## config.mk

```make
export PLATFORM = sky130hd
export DESIGN_NAME = muxbus_seq
export DESIGN_NICKNAME = d
export VERILOG_FILES = /design/src/rtl/muxbus_seq.sv
export SDC_FILE = /design/constraint.sdc
export NUM_CORES = 1
export LEC_CHECK = 0
export BUFFER_PORTS_ARGS = -buffer_cell sky130_fd_sc_hd__buf_2
export CAP_MARGIN = 20
export CORE_MARGIN = 2
export CORE_UTILIZATION = 25
export CTS_CLUSTER_SIZE = 20
export DETAILED_ROUTE_END_ITERATION = 16
export SYNTH_ARGS = -nofsm -noshare
export SYNTH_HDL_FRONTEND = slang
export SYNTH_SLANG_ARGS = --single-unit
```

## constraint.sdc

```tcl
create_clock -name clk -period 2.4 [get_ports clk]
set_clock_uncertainty 0.05 [all_clocks]
set_input_delay 0.12 -clock clk [delete_from_list [all_inputs] [get_ports clk]]
set_output_delay 0.12 -clock clk [all_outputs]
set_load 0.05 [all_outputs]
```

## src/rtl/muxbus_seq.sv

```systemverilog
module muxbus_seq #(
  parameter int ADDR_W = 28,
  parameter int CNT_W  = 4
) (
  input  logic              clk,
  input  logic              rst_n,
  input  logic              req,
  input  logic              wr,
  input  logic              wide,
  input  logic [ADDR_W-1:0] addr,
  input  logic [15:0]       wdata,
  input  logic [CNT_W-1:0]  adr_setup,
  input  logic [CNT_W-1:0]  adr_hold,
  input  logic [CNT_W-1:0]  rd_setup,
  input  logic [CNT_W-1:0]  rd_strobe,
  input  logic [CNT_W-1:0]  rd_hold,
  input  logic [CNT_W-1:0]  wr_setup,
  input  logic [CNT_W-1:0]  wr_strobe,
  input  logic [CNT_W-1:0]  wr_hold,
  input  logic [15:0]       ad_in,
  output logic [15:0]       ad_out,
  output logic              oe_hi,
  output logic              oe_lo,
  output logic              ale,
  output logic              cs_n,
  output logic              re_n,
  output logic              we_n,
  output logic [ADDR_W-1:0] a_ext,
  output logic [15:0]       rdata,
  output logic              done
);

  localparam logic [ADDR_W-1:0] MASK_W = {{(ADDR_W-16){1'b1}}, 16'h0000};
  localparam logic [ADDR_W-1:0] MASK_N = {{(ADDR_W-24){1'b1}}, 24'h000000};

  typedef enum logic [2:0] {PH_IDLE, PH_ASET, PH_AHLD, PH_DSET, PH_STRB, PH_DHLD} phase_t;

  phase_t            ph;
  logic [CNT_W-1:0]  cnt, t_ahold, t_dset, t_strb, t_dhold;
  logic              t_wr, t_wide;
  logic [ADDR_W-1:0] t_addr;
  logic [15:0]       t_wdata;

  wire [CNT_W-1:0] sel_set = wr ? wr_setup  : rd_setup;
  wire [CNT_W-1:0] sel_stb = wr ? wr_strobe : rd_strobe;
  wire [CNT_W-1:0] sel_hld = wr ? wr_hold   : rd_hold;

  always_ff @(posedge clk or negedge rst_n) begin
    if (!rst_n) begin
      ph      <= PH_IDLE;
      cnt     <= '0;
      t_ahold <= '0;
      t_dset  <= '0;
      t_strb  <= '0;
      t_dhold <= '0;
      t_wr    <= 1'b0;
      t_wide  <= 1'b0;
      t_addr  <= '0;
      t_wdata <= '0;
      rdata   <= '0;
      done    <= 1'b0;
    end else begin
      done <= 1'b0;
      if (ph == PH_IDLE) begin
        if (req) begin
          t_wr    <= wr;
          t_wide  <= wide;
          t_addr  <= addr;
          t_wdata <= wdata;
          t_ahold <= adr_hold;
          t_dset  <= sel_set;
          t_strb  <= (sel_stb == '0) ? CNT_W'(1) : sel_stb;
          t_dhold <= sel_hld;
          cnt     <= (adr_setup == '0) ? '0 : adr_setup - 1'b1;
          ph      <= PH_ASET;
        end
      end else if (cnt != '0) begin
        cnt <= cnt - 1'b1;
      end else begin
        unique case (ph)
          PH_ASET: begin
            if (t_ahold != '0) begin
              ph  <= PH_AHLD;
              cnt <= t_ahold - 1'b1;
            end else if (t_dset != '0) begin
              ph  <= PH_DSET;
              cnt <= t_dset - 1'b1;
            end else begin
              ph  <= PH_STRB;
              cnt <= t_strb - 1'b1;
            end
          end
          PH_AHLD: begin
            if (t_dset != '0) begin
              ph  <= PH_DSET;
              cnt <= t_dset - 1'b1;
            end else begin
              ph  <= PH_STRB;
              cnt <= t_strb - 1'b1;
            end
          end
          PH_DSET: begin
            ph  <= PH_STRB;
            cnt <= t_strb - 1'b1;
          end
          PH_STRB: begin
            if (!t_wr) rdata <= t_wide ? ad_in : {8'h00, ad_in[7:0]};
            if (t_dhold != '0) begin
              ph  <= PH_DHLD;
              cnt <= t_dhold - 1'b1;
            end else begin
              ph   <= PH_IDLE;
              done <= 1'b1;
            end
          end
          PH_DHLD: begin
            ph   <= PH_IDLE;
            done <= 1'b1;
          end
          default: ph <= PH_IDLE;
        endcase
      end
    end
  end

  wire addr_ph = (ph == PH_ASET) || (ph == PH_AHLD);
  wire data_ph = (ph == PH_DSET) || (ph == PH_STRB) || (ph == PH_DHLD);

  assign ad_out = addr_ph ? (t_wide ? t_addr[15:0] : t_addr[23:8])
                          : (t_wide ? t_wdata : {t_addr[7:0], t_wdata[7:0]});
  assign oe_hi  = addr_ph || (data_ph && (t_wr || !t_wide));
  assign oe_lo  = addr_ph || (data_ph && t_wr);
  assign ale    = (ph == PH_ASET);
  assign cs_n   = (ph == PH_IDLE);
  assign re_n   = !((ph == PH_STRB) && !t_wr);
  assign we_n   = !((ph == PH_STRB) && t_wr);
  assign a_ext  = t_addr & (t_wide ? MASK_W : MASK_N);

endmodule

```

==> metrics.md <==
| Metric | Value |
|---|---|
| Leak | 3.06 nW |
| Die Y-Extent | 142 um |
| Sequential Area | 2150 um^2 |
| H-Tree Depth | 3 |
| Worst-Skew Late Latency | 0.34 ns |
| Initial antenna violation count | 0 |
| Startpoint types | register |
| F_max | 0.462 GHz |
| Layout cells sized above 1 | 38.7% |
| Syn Inst Count | about 440 |
| Gr ovfl total | 0 |
| Final nets | about 750 |
| Synth Register Bits | 86 |
| Hold Crit Class | primary input to register |
| # diodes | 0 |
| Worst EP required | 2.23 ns |
| # setup viols final | 0 |
| Syn Area/Cell | ~11 um^2 |
| Critical path startpoint | ph[0] |
| Critical path class | register to output port |
| Initial DRC count | 150 |
| DPL Wire Length | 8.79 mm |
| Overall power | roughly 9.6 mW |
| Power per cell area | between 1000 and 1500 nW/um^2 |
| Fraction of registers with async set/reset | 100% |
| Sequential fraction of the synthesis area | 45.4% |
| Number of max-cap violations | 0 |
| Post-synth EDFFs | 0 |
| Residual DRC | 0 |
| Place WS | 0.370 ns |
| Largest net degree at the start of global routing | 47 |
| Period minus WS final | between 2 and 2.5 ns |
| Rows | 50 |
| Final worst path period share | about nine tenths |
| DIE WIDTH | ~140 um |
| Worst r2r src | t_ahold[1] |
| Drt wl/cell | about 14 um |
| Synth Flop Type | dfrtp_1 |
| Vias post-DR | around 4000 |
| Non-Filler Instances | slightly below 900 |
| Hold Startpoint | rd_setup[3] |
| Root Driver | clkbuf_16 |
| CTS buffer count | 9 |
| Number of global-route vias before repair | around 4000 |
| YS warnings | 0 |
| I/O pins | about 160 |
| Port Buffers | roughly 150 |
| Relative slew slack | ~62% |
| Worst-path clk slew | approximately 0.07 ns |
| Sink Count | 86 |
| Syn Std Cell Area | around 4700 um^2 |
| Synth cell types | 54 |
| Final GP Congestion | between 0.8 and 0.9 |
| Final ANT Viol Nets | 0 |
| First-pass GRT wire length | around 21 mm |
| Max FO, Critical Path | 7 |
| Routed wire length | 12.7 mm |
| GRT Resource Usage Total | about an eighth |
| Status | finished clean |
| Buffer depth of the longest clock path | 2 |
| Initial core utilization | between 20 and 30% |
| CP Capture Type | output port |
| Peak VDD IR | around 730 uV |
| Inst Count DP | ~800 |
| Max Slew Vio Count | 0 |
| Setup WS post-layout | about 0.23 ns |
| Multi-input logic area | 2320 um^2 |
| Die area | about 20000 um^2 |
| Fill cells | approximately 1900 |
| Setup TNS | 0 ns |
| CTS tree | built |
| WHS | between 0.02 and 0.03 ns |
| CP arrival | roughly 2 ns |
| DR vias/cell | ~4.5 |
| DR pass1 iterations | 4 |
| Final Hold Vio Count | 0 |
| Reg2Reg Setup Slack | 0.32 ns |
| Post-CTS Setup Bufs | 0 |
| Worst-Margin Slew | between 0.5 and 0.6 ns |
| Area grow syn2layout | 41.1% |
| Unrepaired setup endpoints after global routing | no |
| CORE AREA | 18600 um^2 |
==> registers in the layout, summed over array words and instances, names as in the netlist <==
signal,cells
t_addr,28
rdata,16
t_wdata,16
cnt,4
t_ahold,4
t_dhold,4
t_dset,4
t_strb,4
ph,3
done,1
t_wide,1
t_wr,1
==> cell families (layout without fill, tap and decap cells) <==
| group | Yosys count | in the layout | share of synthesized area [%] |
|---|---|---|---|
| simple gates | 109 | 109 | 11.5 |
| mux | 89 | 89 | 22.4 |
| flops | 86 | 86 | 45.4 |
| compound gates | 79 | 79 | 10.5 |
| buf+inv | 61 | 257 | 7.20 |
| xor+xnor | 7 | 7 | 1.29 |
| fa+ha+maj | 6 | 6 | 1.58 |
| other cells | 1 | 16 | 0.0790 |
==> placed cells by master, fill, tap and decap left out, types with 3 or more instances in the layout <==
cell,instances
o211ai_1,4
and2_1,8
mux2i_1,22
a2111oi_0,4
xor2_1,4
nor3_1,11
nand3_1,3
ha_1,6
mux2_2,55
dfrtp_1,86
a21oi_1,26
xnor2_1,3
nand2_1,26
conb_1,16
nand2b_1,5
a221oi_1,3
inv_1,12
dlygate4sd3_1,67
nor2b_1,4
mux4_2,8
nor2_1,36
buf_4,15
buf_12,3
buf_2,146
o21ai_1,9
clkbuf_16,9
o21ai_0,14
mux2_1,4
==> critical path, cell delays in order (launching register included) <==
cell,delay [ns]
dfrtp_1,0.47
buf_4,0.20
inv_1,0.15
nor2_1,0.09
a21o_1,0.19
a221oi_2,0.24
buf_2,0.31
==> what timing repair did <==
action | 4_1_cts | 5_1_grt
gates resized for setup | 0 | 0
endpoints found under the hold margin | 106 | 0
hold buffers | 67 | 0
==> Yosys cell counts, types with 4 or more instances <==
cell type | number | share of area, %
mux2_1 | 4 | 0.95
clkbuf_1 | 10 | 0.79
nor3_1 | 11 | 1.2
dfrtp_1 | 86 | 45
buf_2 | 15 | 1.6
nor2_1 | 37 | 2.9
xor2_1 | 4 | 0.74
nand2b_1 | 5 | 0.66
o211ai_1 | 4 | 0.63
inv_1 | 12 | 0.95
buf_4 | 21 | 3.3
nand2_1 | 26 | 2.1
a21oi_1 | 26 | 2.7
mux2_2 | 55 | 13
nor2b_1 | 4 | 0.53
mux2i_1 | 22 | 4.6
a2111oi_0 | 4 | 0.74
ha_1 | 6 | 1.6
o21ai_0 | 14 | 1.5
mux4_2 | 8 | 3.8
and2_1 | 9 | 1.2
a221oi_1 | 4 | 0.74
o21ai_1 | 9 | 0.95
==> report_power, final <==
part	leakage [nW]	switching [mW]	internal (mW)
sequential	1.00	0.597	2.13
clock	0.150	0.581	0.927
combinational	1.91	3.49	1.86
total	3.06	4.66	4.92
==> stage by stage <==
stage          area [um^2]  utilization (%)
2_1_floorplan         4810                -
3_3_place_gp          5710             30.6
3_5_place_dp          5710             30.6
4_1_cts               6690             35.9
5_1_grt               6690             35.9
6_report              6690             35.9
==> layout make-up <==
type / instances / share of cell area, %
Clock buffer: 10 / 3.57
Clock inverter: 4 / 1.08
Inverter: 12 / 0.673
Multi-Input combinational cell: 306 / 34.6
Sequential cell: 86 / 32.1
Tap cell: 234 / 4.37
Timing Repair Buffer: 231 / 23.5
==> routing by layer <==
layer  wire [um]  up-vias  track usage, %
met5           0        -               0
met3         772       18            3.51
li1            -     1939               -
met2        6160      128            21.7
met1        5570     1905            16.3
met4         206        0            4.37
==> final timing paths <==
path	to	cells past startpoint
setup / recovery	oe_hi	6
hold / removal	t_dset[3]	3
setup reg to reg	cnt[3]	5
hold reg to reg	rdata[5]	1
max in group asynchronous	t_wdata[5]	3
min in group asynchronous	rdata[2]	2
(Power assumes the default switching activity.)
